## src/rtl/dvfs_seq_pkg.sv

```systemverilog
package dvfs_seq_pkg;
  localparam int FID_W = 6;
  localparam int VID_W = 5;
  localparam int VCO_W = FID_W + 1;
  localparam int CNT_W = 32;
  localparam int CTL_W = 64;

  // Field positions on the control and status words (decoded by the controller)
  localparam int CW_FID_LSB  = 0;
  localparam int CW_VID_LSB  = 8;
  localparam int CW_ONE_BIT  = 16;
  localparam int CW_CNT_LSB  = 32;
  localparam int SW_FID_LSB  = 0;
  localparam int SW_PEND_BIT = 31;
  localparam int SW_VID_LSB  = 32;

  typedef enum logic [2:0] {
    S_IDLE, S_PLAN, S_WRITE, S_POLL, S_SETTLE
  } seq_state_e;

  typedef enum logic [1:0] {
    PH_RAISE, PH_OVER, PH_FREQ, PH_FINAL
  } seq_phase_e;

  typedef enum logic [1:0] {
    A_WRITE, A_NEXT, A_FINISH
  } plan_act_e;

  // Frequency code mapped onto the oscillator scale
  function automatic logic [VCO_W-1:0] vco_of(input logic [FID_W-1:0] f);
    if (f < FID_W'(8)) return VCO_W'(8) + (VCO_W'(f) << 1);
    else               return VCO_W'(f);
  endfunction
endpackage

```

## src/rtl/dvfs_step_plan.sv

```systemverilog
module dvfs_step_plan
  import dvfs_seq_pkg::*;
(
  input  seq_phase_e       phase,
  input  logic [FID_W-1:0] cur_fid,
  input  logic [VID_W-1:0] cur_vid,
  input  logic [FID_W-1:0] tgt_fid,
  input  logic [VID_W-1:0] tgt_vid,
  input  logic [1:0]       vstep_exp,
  input  logic [1:0]       ovr_left,
  input  logic             fin_done,
  output plan_act_e        act,
  output logic [FID_W-1:0] wr_fid,
  output logic [VID_W-1:0] wr_vid,
  output logic             wr_freq
);
  logic [VID_W-1:0] step;
  logic [VCO_W-1:0] vc, vt, gap;
  logic             far, going_up;

  always_comb begin
    step     = VID_W'(1) << vstep_exp;
    vc       = vco_of(cur_fid);
    vt       = vco_of(tgt_fid);
    gap      = (vt >= vc) ? (vt - vc) : (vc - vt);
    far      = gap > VCO_W'(2);
    going_up = tgt_fid > cur_fid;

    act     = A_NEXT;
    wr_fid  = cur_fid;
    wr_vid  = cur_vid;
    wr_freq = 1'b0;

    case (phase)
      PH_RAISE: begin
        if (cur_vid > tgt_vid) begin
          act    = A_WRITE;
          wr_vid = (cur_vid > step) ? (cur_vid - step) : '0;
        end
      end
      PH_OVER: begin
        if (ovr_left != 2'd0 && cur_vid != '0) begin
          act    = A_WRITE;
          wr_vid = cur_vid - VID_W'(1);
        end
      end
      PH_FREQ: begin
        if (cur_fid != tgt_fid) begin
          act     = A_WRITE;
          wr_freq = 1'b1;
          if (!far)
            wr_fid = tgt_fid;
          else if (!going_up)
            wr_fid = cur_fid - FID_W'(2);
          else if (cur_fid > FID_W'(6))
            wr_fid = cur_fid + FID_W'(2);
          else
            wr_fid = FID_W'(vc + VCO_W'(2));
        end
      end
      default: begin
        if (!fin_done && cur_vid != tgt_vid) begin
          act    = A_WRITE;
          wr_vid = tgt_vid;
        end else begin
          act = A_FINISH;
        end
      end
    endcase
  end
endmodule

```

## src/rtl/dvfs_tick_timer.sv

```systemverilog
module dvfs_tick_timer #(
  parameter int W = 16
) (
  input  logic         clk,
  input  logic         rst_n,
  input  logic         load,
  input  logic [W-1:0] load_val,
  input  logic         tick,
  output logic         expired
);
  logic [W-1:0] remain;

  always_ff @(posedge clk or negedge rst_n) begin
    if (!rst_n)                      remain <= '0;
    else if (load)                   remain <= load_val;
    else if (tick && remain != '0)   remain <= remain - W'(1);
  end

  assign expired = (remain == '0);
endmodule

```

## src/rtl/dvfs_poll_guard.sv

```systemverilog
module dvfs_poll_guard #(
  parameter int LIMIT = 100000,
  parameter int W     = $clog2(LIMIT + 1)
) (
  input  logic clk,
  input  logic rst_n,
  input  logic clear,
  input  logic step,
  output logic at_limit
);
  logic [W-1:0] polls;

  always_ff @(posedge clk or negedge rst_n) begin
    if (!rst_n)                   polls <= '0;
    else if (clear)               polls <= '0;
    else if (step && !at_limit)   polls <= polls + W'(1);
  end

  assign at_limit = (polls >= W'(LIMIT - 1));
endmodule

```

## src/rtl/dvfs_walk_seq.sv

```systemverilog
module dvfs_walk_seq
  import dvfs_seq_pkg::*;
#(
  parameter int POLL_LIMIT = 100000,
  parameter int VST_UNIT   = 20,
  parameter int IRT_BASE   = 10,
  parameter int LOCK_MULT  = 200,
  parameter int DLY_W      = 16
) (
  input  logic             clk,
  input  logic             rst_n,
  input  logic             start,
  input  logic [5:0]       tgt_fid,
  input  logic [4:0]       tgt_vid,
  input  logic [1:0]       cfg_vstep_exp,
  input  logic [1:0]       cfg_overshoot,
  input  logic [1:0]       cfg_fsettle_exp,
  input  logic [4:0]       cfg_vsettle,
  input  logic [6:0]       cfg_lock,
  input  logic             us_tick,
  output logic             ctl_valid,
  input  logic             ctl_ready,
  output logic [63:0]      ctl_word,
  input  logic [63:0]      sts_word,
  output logic             busy,
  output logic             done,
  output logic             err
);
  localparam int POLL_W = $clog2(POLL_LIMIT + 1);

  seq_state_e       state;
  seq_phase_e       phase;
  logic [FID_W-1:0] cur_fid, tgt_fid_q;
  logic [VID_W-1:0] cur_vid, tgt_vid_q;
  logic [1:0]       vstep_q, ovr_q, fset_q, ovr_left;
  logic [4:0]       vset_q;
  logic [6:0]       lock_q;
  logic             fin_done, last_freq;
  logic [CTL_W-1:0] word_q, wr_word;

  // Status decode
  logic             sts_pend;
  logic [FID_W-1:0] sts_fid;
  logic [VID_W-1:0] sts_vid;
  logic             unused_sts;
  assign sts_pend   = sts_word[SW_PEND_BIT];
  assign sts_fid    = sts_word[SW_FID_LSB +: FID_W];
  assign sts_vid    = sts_word[SW_VID_LSB +: VID_W];
  assign unused_sts = ^{sts_word[63:37], sts_word[30:6]};

  // Next-move planner
  plan_act_e        act;
  logic [FID_W-1:0] plan_fid;
  logic [VID_W-1:0] plan_vid;
  logic             plan_freq;

  dvfs_step_plan u_plan (
    .phase    (phase),
    .cur_fid  (cur_fid),
    .cur_vid  (cur_vid),
    .tgt_fid  (tgt_fid_q),
    .tgt_vid  (tgt_vid_q),
    .vstep_exp(vstep_q),
    .ovr_left (ovr_left),
    .fin_done (fin_done),
    .act      (act),
    .wr_fid   (plan_fid),
    .wr_vid   (plan_vid),
    .wr_freq  (plan_freq)
  );

  // Control word assembly
  logic [CNT_W-1:0] lock_cnt;
  always_comb begin
    lock_cnt = plan_freq ? (CNT_W'(lock_q) * CNT_W'(LOCK_MULT)) : CNT_W'(1);
    wr_word  = '0;
    wr_word[CW_FID_LSB +: FID_W] = plan_fid;
    wr_word[CW_VID_LSB +: VID_W] = plan_vid;
    wr_word[CW_ONE_BIT]          = 1'b1;
    wr_word[CW_CNT_LSB +: CNT_W] = lock_cnt;
  end

  // Settle timer
  logic             tmr_load, tmr_expired;
  logic [DLY_W-1:0] settle_val;
  assign tmr_load   = (state == S_POLL) && !sts_pend;
  assign settle_val = last_freq ? (DLY_W'(IRT_BASE) << fset_q)
                                : DLY_W'(VST_UNIT * int'(vset_q));

  dvfs_tick_timer #(.W(DLY_W)) u_timer (
    .clk     (clk),
    .rst_n   (rst_n),
    .load    (tmr_load),
    .load_val(settle_val),
    .tick    (us_tick),
    .expired (tmr_expired)
  );

  // Pending-wait poll limit
  logic poll_at_limit;
  dvfs_poll_guard #(.LIMIT(POLL_LIMIT), .W(POLL_W)) u_guard (
    .clk     (clk),
    .rst_n   (rst_n),
    .clear   (state == S_WRITE),
    .step    ((state == S_POLL) && sts_pend),
    .at_limit(poll_at_limit)
  );

  always_ff @(posedge clk or negedge rst_n) begin
    if (!rst_n) begin
      state     <= S_IDLE;
      phase     <= PH_RAISE;
      cur_fid   <= '0;
      cur_vid   <= '0;
      tgt_fid_q <= '0;
      tgt_vid_q <= '0;
      vstep_q   <= '0;
      ovr_q     <= '0;
      fset_q    <= '0;
      vset_q    <= '0;
      lock_q    <= '0;
      ovr_left  <= '0;
      fin_done  <= 1'b0;
      last_freq <= 1'b0;
      word_q    <= '0;
      done      <= 1'b0;
      err       <= 1'b0;
    end else begin
      done <= 1'b0;
      case (state)
        S_IDLE: begin
          if (start) begin
            tgt_fid_q <= tgt_fid;
            tgt_vid_q <= tgt_vid;
            vstep_q   <= cfg_vstep_exp;
            ovr_q     <= cfg_overshoot;
            fset_q    <= cfg_fsettle_exp;
            vset_q    <= cfg_vsettle;
            lock_q    <= cfg_lock;
            err       <= 1'b0;
            if (sts_pend) begin
              err <= 1'b1;
            end else if (sts_fid == tgt_fid && sts_vid == tgt_vid) begin
              done <= 1'b1;
            end else begin
              cur_fid  <= sts_fid;
              cur_vid  <= sts_vid;
              phase    <= PH_RAISE;
              fin_done <= 1'b0;
              state    <= S_PLAN;
            end
          end
        end
        S_PLAN: begin
          case (act)
            A_WRITE: begin
              word_q    <= wr_word;
              last_freq <= plan_freq;
              if (phase == PH_OVER)  ovr_left <= ovr_left - 2'd1;
              if (phase == PH_FINAL) fin_done <= 1'b1;
              state <= S_WRITE;
            end
            A_NEXT: begin
              case (phase)
                PH_RAISE: begin phase <= PH_OVER; ovr_left <= ovr_q; end
                PH_OVER:  phase <= PH_FREQ;
                default:  phase <= PH_FINAL;
              endcase
            end
            default: begin
              done  <= 1'b1;
              state <= S_IDLE;
            end
          endcase
        end
        S_WRITE: begin
          if (ctl_ready) state <= S_POLL;
        end
        S_POLL: begin
          if (!sts_pend) begin
            cur_fid <= sts_fid;
            cur_vid <= sts_vid;
            state   <= S_SETTLE;
          end else if (poll_at_limit) begin
            err   <= 1'b1;
            state <= S_IDLE;
          end
        end
        default: begin
          if (tmr_expired) state <= S_PLAN;
        end
      endcase
    end
  end

  assign ctl_valid = (state == S_WRITE);
  assign ctl_word  = word_q;
  assign busy      = (state != S_IDLE);
endmodule

```

## config.mk

```make
export PLATFORM = sky130hd
export DESIGN_NAME = dvfs_walk_seq
export DESIGN_NICKNAME = d
export VERILOG_FILES = /design/src/rtl/dvfs_seq_pkg.sv /design/src/rtl/dvfs_step_plan.sv /design/src/rtl/dvfs_tick_timer.sv /design/src/rtl/dvfs_poll_guard.sv /design/src/rtl/dvfs_walk_seq.sv
export SDC_FILE = /design/constraint.sdc
export NUM_CORES = 1
export LEC_CHECK = 0
export ABC_AREA = 1
export BUFFER_PORTS_ARGS = -buffer_cell sky130_fd_sc_hd__buf_2
export CORE_UTILIZATION = 41
export CTS_CLUSTER_SIZE = 12
export DETAILED_ROUTE_END_ITERATION = 16
export PLACE_DENSITY = 0.61
export SETUP_SLACK_MARGIN = 0.4
export SYNTH_ARGS = -nofsm -noshare
export SYNTH_HDL_FRONTEND = slang
export SYNTH_SLANG_ARGS = --single-unit
```

## constraint.sdc

```tcl
create_clock -name clk -period 3.9 [get_ports clk]
set_input_delay 0.585 -clock clk [delete_from_list [all_inputs] [get_ports clk]]
set_output_delay 0.585 -clock clk [all_outputs]
set_load 0.05 [all_outputs]
```

# Word-level counts from Yosys, hierarchy flattened
# Index checks and enable logic that the tools add are counted.
[totals] ff_bits=128 latch_bits=0 ram_bits=0 mem_bits_ro=0 inputBits=98 out_inout_bits=68 elab_cells=172 memories=0
[classes] n_addsub=12 n_mul=2 div=0 n_lt_le_gt_ge=9 n_eq_ne=25 shift=2 mux=70 n_bitwise=0 n_reduce_logical=33
[ops] cell="6-bit 2-to-1 mux" n=9
[ops] cell="16-bit 2-to-1 mux" n=3
[ops] cell="5-bit 2-to-1 mux" n=8
[ops] cell="17-bit 2-to-1 mux" n=2
[ops] cell="3-bit 2-to-1 mux" n=7
[ops] cell="7-bit 2-to-1 mux" n=3
[ops] cell="1-bit 2-to-1 mux" n=18
[ops] cell="17-bit by 1-bit adder with 17-bit output (second input constant)" n=1
[ops] cell="17-bit greater-or-equal comparator (second input constant)" n=1
[ops] cell="16-bit zero test" n=1
[ops] cell="2-bit != test (second input constant)" n=8
[ops] cell="16-bit nonzero test" n=1
[ops] cell="4-bit by 2-bit left shift with 16-bit output (first input constant)" n=1
[ops] cell="16-bit by 1-bit subtractor with 16-bit output (second input constant)" n=1
[ops] cell="15-bit 2-to-1 mux" n=1
[ops] cell="5-bit one-hot mux with 3 select lines" n=1
[ops] cell="4-bit by 7-bit adder with 7-bit output (first input constant)" n=2
[ops] cell="2-bit 2-to-1 mux" n=7
[ops] cell="7-bit subtractor" n=2
[ops] cell="6-bit by 2-bit adder with 6-bit output (second input constant)" n=2
[ops] cell="6-bit by 4-bit less-than comparator with 1-bit output (second input constant)" n=2
[ops] cell="7-bit by 5-bit multiplier with 12-bit output (second input constant)" n=1
[ops] cell="2-bit one-hot mux with 2 select lines" n=3
[ops] cell="3-bit one-hot mux with 4 select lines" n=1
[ops] cell="other kinds (39)" n=67

# Longest topological paths before layout
# Gate-level depths: netlist of the first run.
[depth] depth_word=8 mapped_depth=20 ltp_nobuf=19

# Cells and area by module
# A second synthesis of the first run with hierarchy kept.
[unflattened] cells_unflattened=1325 hier_area_um2=9128.8
[by_module_without_submodules] mod="dvfs_walk_seq" instances=1 cells_per_inst=518 area_per_inst_um2=4310.4 seq_area_each_um2=1901.8
[by_module_without_submodules] mod="dvfs_step_plan" instances=1 cells_per_inst=418 area_per_inst_um2=2288.4 seq_area_each_um2=0.0
[by_module_without_submodules] mod="dvfs_poll_guard" instances=1 cells_per_inst=206 area_per_inst_um2=1275.0 seq_area_each_um2=425.4
[by_module_without_submodules] mod="dvfs_tick_timer" instances=1 cells_per_inst=183 area_per_inst_um2=1255.0 seq_area_each_um2=400.4

# Worst setup path before layout of the first run
# OpenSTA, ideal clock, no wires.
[synth_path] path_type="reg2reg" startpoint="register lock_q[2]" endpoint="register word_q[46], in the netlist ctl_word[46]" setup_ns=0.131 arrival_ns=2.820 required_ns=3.769 path_slack_ns=0.949 path_stages_with_launch=18 n_path_buf=0 synth_period_minus_slack_ns=2.951 cell_sequence="dfrtp_1 > ha_1 > ha_1 > inv_1 > fa_1 > inv_1 > ha_1 > a21oi_1 > nand2_1 > a21oi_1 > nor2_1 > nor2_1 > nor2_1 > nor2_1 > inv_1 > a21oi_1 > xor2_1 > o31ai_1"
[synth_via] elab_chain_len=2
[synth_rtl] element="start: declaration" line_no="dvfs_walk_seq.sv:37" text="logic [6:0] lock_q;"
[synth_rtl] element="start signal: assignment" line_no="dvfs_walk_seq.sv:139" text="lock_q <= cfg_lock;"
[synth_rtl] element="7-bit by 5-bit multiplier with 12-bit output" line_no="dvfs_walk_seq.sv:75" text="lock_cnt = plan_freq ? (CNT_W'(lock_q) * CNT_W'(LOCK_MULT)) : CNT_W'(1);"
[synth_rtl] element="15-bit 2-to-1 mux" line_no="dvfs_walk_seq.sv:75"
[synth_rtl] element="end signal: assignment" line_no="dvfs_walk_seq.sv:157" text="word_q <= wr_word;"
[synth_rtl] element="end: declaration" line_no="dvfs_walk_seq.sv:39" text="logic [CTL_W-1:0] word_q, wr_word;"
# No other way between the ends.
# A chain may end at the register's enable or synchronous reset.

# Final worst setup path of the first run
[layout_path] startpoint="register lock_q[3]" endpoint="register word_q[46], in the netlist ctl_word[46]"
# The elaborated chain is that of the path after synthesis.

==> results of run 1 <==
## state kept, by name, indices dropped and copies added, names as in the netlist, 3 cells and up
name	count
lock_q	7
tgt_fid_q	6
u_guard.polls	17
ctl_word	25
tgt_vid_q	5
cur_fid	6
cur_vid	5
u_timer.remain	16
vset_q	5
state	3
## metal layers
metal / vias to the layer above / global-route usage
li1: 3635 / -
met1: 3309 / 0.261
met2: 143 / 0.342
met3: 15 / 0.0328
met4: 0 / 0.0537
met5: - / 0
## synth_stat cells (7+ instances only)
library cell,number,area share
nand2_1,207,0.093
inv_1,129,0.058
dfrtp_1,109,0.33
o21ai_0,85,0.051
nor2_1,80,0.036
ha_1,73,0.11
nand3_1,64,0.039
a21oi_1,63,0.038
buf_4,42,0.038
nand2_2,29,0.022
xor2_1,29,0.031
nor3_1,20,0.012
nand4_1,14,0.011
inv_2,11,0.0050
clkbuf_1,9,0.0041
nand2_4,9,0.012
or2_2,9,0.0068
buf_2,7,0.0042
nor2_4,7,0.0095
o211ai_1,7,0.0063
## worst paths after layout
path	start	to	slack, ns	cells after the start
setup / recovery	lock_q[3]	ctl_word[46]	0.68	17
hold / removal	rst_n	u_timer.remain[0]	0.24	1
setup reg to reg	lock_q[3]	ctl_word[46]	0.68	17
hold reg to reg	ctl_word[16]	ctl_word[16]	0.46	1
max in group asynchronous	rst_n	lock_q[3]	2.90	2
min in group clk	cfg_vsettle[1]	vset_q[1]	0.43	3
## cell usage in the layout (no fill, tap or decap), types with 7 or more instances in the layout
cell type and count:
nor2_4 8, dfrtp_1 108, clkbuf_16 9, a21oi_2 7, nand2_4 9, nor2_1 79
o21ai_0 85, or2_2 9, nand2_1 207, nand3_1 64, ha_1 73, nor3_1 20
buf_2 73, a21oi_1 62, conb_1 41, inv_2 11, nand2_2 29, o211ai_1 7
nand4_1 14, xor2_1 29, inv_1 129
## layout make-up
type	count	share of cell area
Timing Repair Buffer	79	0.0462
Multi-Input combinational cell	818	0.528
Clock inverter	4	0.00602
Inverter	141	0.0579
Clock buffer	12	0.0270
Tap cell	265	0.0363
Sequential cell	109	0.298
## stage by stage
step | std cells | instance area, sq um | utilization | worst slack (ns) | hold WS [ns]
floorplan | 1126 | 8460 | - | 0.949 | 0.289
global placement | 1412 | 8840 | 0.450 | 0.675 | 0.450
detailed placement | 1412 | 8840 | 0.450 | 0.626 | 0.451
CTS | 1428 | 9140 | 0.465 | 0.608 | 0.263
global route | 1428 | 9150 | 0.465 | 0.399 | 0.295
finish | 1428 | 9150 | 0.465 | 0.676 | 0.241
## cell families (layout without fill, tap and decap cells)
logic type | Yosys count | in the layout | synth area share
other | 2 | 41 | 0.000903
adders and majority gates | 77 | 77 | 0.119
and+or+nand+nor | 467 | 467 | 0.268
buffers and inverters | 199 | 236 | 0.110
xor gates and xnor gates | 35 | 35 | 0.0369
AOI/OAI and AO/OA | 196 | 196 | 0.134
muxes | 2 | 2 | 0.00241
DFF | 109 | 109 | 0.328
## power breakdown
part           internal [mW]  total, mW  switching [mW]
sequential              1.37       1.61           0.239
combinational           1.00       2.85            1.85
clock                  0.521      0.956           0.435
total                   2.89       5.41            2.52
## worst max-delay path: stages, from the launching register on
cell,delay (ns)
dfrtp_2,0.44
ha_1,0.29
ha_1,0.28
inv_1,0.05
fa_1,0.49
inv_1,0.04
ha_1,0.34
a21oi_1,0.16
nand2_1,0.09
a21oi_1,0.14
nor2_1,0.07
nor2_1,0.08
nor2_1,0.06
nor2_1,0.08
inv_1,0.06
a21oi_2,0.12
xor2_1,0.20
o31ai_1,0.09
## timing repair
action,in CTS,in global routing
setup buffers,0,0
endpoints found under the setup margin,0,1
endpoints found under the hold margin,0,0
gates resized for setup,0,2
hold buffers,0,0
==> results_dict.tcl, run 1 <==
set metrics [dict create \
    post-route-period-util 0.827 \
    port_buffers 74 \
    avgSynthCellArea_sq_um 7.65 \
    power_density_mw_per_mm2 592 \
    relSlewSlack 0.577 \
    cts_root_buf "clkbuf_16" \
    synthCells 1087 \
    outcome "complete, no violations" \
    die_w_microns 144 \
    tightest_slew_ns 0.634 \
    syn_to_final_growth_pct 9.99 \
    maxCapViolations 0 \
    viasPerCell 4.97 \
    ys_seq_elements 109 \
    p_total_mw 5.41 \
    cp-end-kind "register" \
    die_y_microns 144 \
    routed_wirelength_microns 19400 \
    criticalPathCategory "reg -> reg" \
    num-fill-cells 2045 \
    vias 7102 \
    grt_max_degree 63 \
    critPathLaunchType "register" \
    synth_edf_count 0 \
    rsz0062_at_grt "no" \
    dpl.hpwl_microns 15200 \
    layout.nets 1333 \
    avgRoutedWirePerCell_microns 13.6 \
    initial_utilization 0.423 \
    core_sq_mm 0.0197 \
    grt-ovfl-total 0 \
    first_pass_iters 5 \
    grt_util_all_layers 0.200 \
    grt_pass1_wl_microns 32900 \
    ff_latch_area_sq_mm 0.00273 \
    num_rows 51 \
    finalSetupViolations 0 \
    antenna_left 0 \
    antenna_cells 0 \
    dieArea_sq_mm 0.0209 \
    multiInputGateArea_sq_mm 0.00483 \
    met2_length_microns 9330 \
    yosysWarnings 0 \
    cp_data_required_time_ns 4.12 \
    synthFlopType "dfrtp_1" \
    dr.max_layer_used "met4" \
    layout_min_cycle_time_ns 3.22 \
    peakVddDrop_v 0.000234 \
    seq_area_frac_synth 0.328 \
    async_reset_ff_frac 1.00 \
    drt_iter0_markers 314 \
    clk_latency_ns 0.36 \
    dr_wl_met3_microns 902 \
    power_leakage_nw 4.62 \
    worstPathArrival_ns 3.44 \
    critPathMaxFanout 4 \
    fmax_mhz 310 \
    drc 0 \
    cts_made_buffers 9 \
    synth_area_sq_mm 0.00831 \
    gp_congestion 0.906 \
    clock-sinks 109 \
    h-tree-depth 3 \
    cts_tree "yes" \
    slew_viol_final 0 \
    fin_tns_setup_ns 0 \
    wl_met1_microns 8960 \
    clk_pin_slew_ns 0.07 \
    grt_pass1_vias 6750 \
    synth_cell_types 50 \
    worst_hold_path_type "in -> async" \
    cts_buffer_depth 2 \
    ios 166 \
    grt_antenna_before_repair 0 \
    skew_ns 0.00823 \
    hold_viol_final 0 \
    drive_gt1_frac 0.157 \
]
Power figures use the tool's default switching activity.
==> run 2, diff against run 1 <==
==> constraint.sdc (replaced) <==
create_clock -name clk -period 3.3 [get_ports clk]
set_input_delay 0.495 -clock clk [delete_from_list [all_inputs] [get_ports clk]]
set_output_delay 0.495 -clock clk [all_outputs]
set_load 0.05 [all_outputs]
==> run 2 against run 1 <==
Compared with the run above:
- hold slack worse by 0.094 ns
- sequential power up 17%
- critical path depth unchanged
- critical endpoint unchanged
- largest cell class unchanged
- largest power group unchanged
- highest routed layer unchanged
==> results_dict.tcl, run 2 (synthesis results as in run 1) <==
set metrics [dict create \
    cp-end-kind "register" \
    num_rows 51 \
    layout_commonest_cell "nand2_1" \
    hold_viol_final 0 \
    post-route-period-util 0.896 \
    layout_common_cells "206 x nand2_1, 127 x inv_1, 107 x dfrtp_1" \
    cts_made_buffers 9 \
    peakVddDrop_v 0.000317 \
    die_y_microns 144 \
    clk_latency_ns 0.36 \
    finalSetupViolations 0 \
    grt_antenna_before_repair 2 \
    avgRoutedWirePerCell_microns 13.8 \
    core_sq_mm 0.0197 \
    port_buffers 74 \
    grt_pass1_vias 6862 \
    cts_buffer_depth 2 \
    criticalPathCategory "reg -> reg" \
    switching_share 0.469 \
    seq_power_share 0.286 \
    critical-path-slowest-cell "fa_1" \
    tightest_slew_ns 0.620 \
    cpMostUsedCell "nor2_1" \
    critPathLaunchType "register" \
    ff_latch_area_sq_mm 0.00273 \
    h-tree-depth 3 \
    grt-ovfl-total 0 \
    outcome "complete, no violations" \
    antenna_left 0 \
    worstPathArrival_ns 3.22 \
    slew_viol_final 0 \
    maxCapViolations 0 \
    layout_min_cycle_time_ns 2.96 \
    power_leakage_nw 4.72 \
    dieArea_sq_mm 0.0209 \
    intPower_mw 3.49 \
    cts_root_buf "clkbuf_16" \
    cts_tree "yes" \
    fin_tns_setup_ns 0 \
    ctsHoldBuffers 0 \
    vias 7217 \
    multiInputGateArea_sq_mm 0.00492 \
    num-fill-cells 2032 \
    p_comb_frac 0.552 \
    first_pass_iters 5 \
    critPathMaxFanout 4 \
    skew_ns 0.00984 \
    gp_congestion 0.901 \
    routed_wirelength_microns 20000 \
    dp.cells 1421 \
    ios 166 \
    grt_max_degree 64 \
    clk_pin_slew_ns 0.08 \
    power_density_mw_per_mm2 703 \
    viasPerCell 4.98 \
    rsz0062_at_grt "yes" \
    cp_data_required_time_ns 3.56 \
    drive_gt1_frac 0.187 \
    grt_pass1_wl_microns 33100 \
    syn_to_final_growth_pct 12.6 \
    finalNonFillerCells 1448 \
    p_clk_frac 0.161 \
    cp_cell_sequence "ha_1 > ha_1 > inv_1 > fa_1 > inv_2 > ha_4 > nand3_1 > nand2_1 > a21oi_1 > nor2_1 > nor2_1 > nor2_1 > nor2_1 > inv_1 > a21oi_2 > xor2_1 > o31ai_1" \
    largest_reg_flops 25 \
    dpl.hpwl_microns 15600 \
    initial_utilization 0.423 \
    clock-sinks 109 \
    grt_util_all_layers 0.203 \
    power.switching_mw 3.09 \
    fmax_mhz 338 \
    relSlewSlack 0.587 \
    drt_iter0_markers 358 \
    worst_hold_path_type "in -> async" \
    die_w_microns 144 \
    layout.nets 1351 \
    drc 0 \
    critPathMaxStageDelay_ns 0.49 \
]
==> run 2: cell types whose count changed in the layout (fill, tap and decap cells not counted), sizes merged <==
| cell | previous run | this run |
|---|---|---|
| buf | 79 | 97 |
| diode | 0 | 2 |
| clkbuf | 12 | 10 |
| bufinv | 1 | 0 |
| clkinv | 2 | 5 |
==> run 2: power groups by stage <==
stage	Sequential, mW	Combinational, mW	Clock [mW]
2_1_floorplan	1.96	2.66	0
3_3_place_gp	1.90	3.43	0
3_5_place_dp	1.91	3.47	0
4_1_cts	1.88	3.54	1.09
5_1_grt	1.93	4.12	1.14
6_report	1.89	3.64	1.06
==> run 2: repair_timing <==
item / 4_1_cts / 5_1_grt
cloned: 0 / 0
pin swaps: 6 / 5
endpoints found under the setup margin: 7 / 24
resized for setup: 5 / 23
buffers inserted: 3 / 6
==> run 2: final cells by class <==
type	count	share of cell area
well taps	265	0.0354
inverters	141	0.0568
multi-input cells	818	0.526
repair buffers	97	0.0596
clock buffers	10	0.0255
flip-flops and latches	109	0.292
diodes	2	0.000534
clock inverters	6	0.00508
==> run 2: worst max-delay path, delay by kind of cell (launching register included) <==
kind                     cells  cell delay, ns
AO/OA/AOI/OAI                3            0.31
XOR/XNOR                     1            0.14
adder cells (fa/ha/maj)      4            1.35
buffers and inverters        3            0.16
flip-flops                   1            0.39
AND/OR/NAND/NOR              6            0.51
==> run 2: per-layer routing <==
metal  vias to the layer above  track usage  part of all wire
met4                         0       0.0604             0.017
met1                      3383        0.268              0.46
li1                       3680            -                 -
met3                        19       0.0265             0.039
met2                       135        0.345              0.48
met5                         -            0                 0
==> run 2: final timing paths <==
| path | from | endpoint | slack [ns] | depth (start not counted) |
|---|---|---|---|---|
| setup reg to reg | lock_q[3] | ctl_word[46] | 0.34 | 17 |
| hold reg to reg | ctl_word[16] | ctl_word[16] | 0.47 | 1 |
| max in group asynchronous | rst_n | tgt_fid_q[4] | 2.40 | 2 |
| setup / recovery | lock_q[3] | ctl_word[46] | 0.34 | 17 |
| min in group clk | cfg_lock[4] | lock_q[4] | 0.34 | 3 |
| hold / removal | rst_n | u_timer.remain[2] | 0.15 | 1 |
==> run 2: per-stage QoR <==
stage | power (mW) | worst slack, ns | util | area [sq um] | hold slack, ns
after global routing | 7.19 | 0.0745 | 0.476 | 9360 | 0.193
after detailed placement | 5.38 | 0.245 | 0.454 | 8920 | 0.451
after global placement | 5.34 | 0.240 | 0.454 | 8920 | 0.451
after floorplan | 4.63 | 0.426 | - | 8470 | 0.199
final | 6.58 | 0.342 | 0.476 | 9360 | 0.147
after CTS | 6.51 | 0.345 | 0.470 | 9240 | 0.167
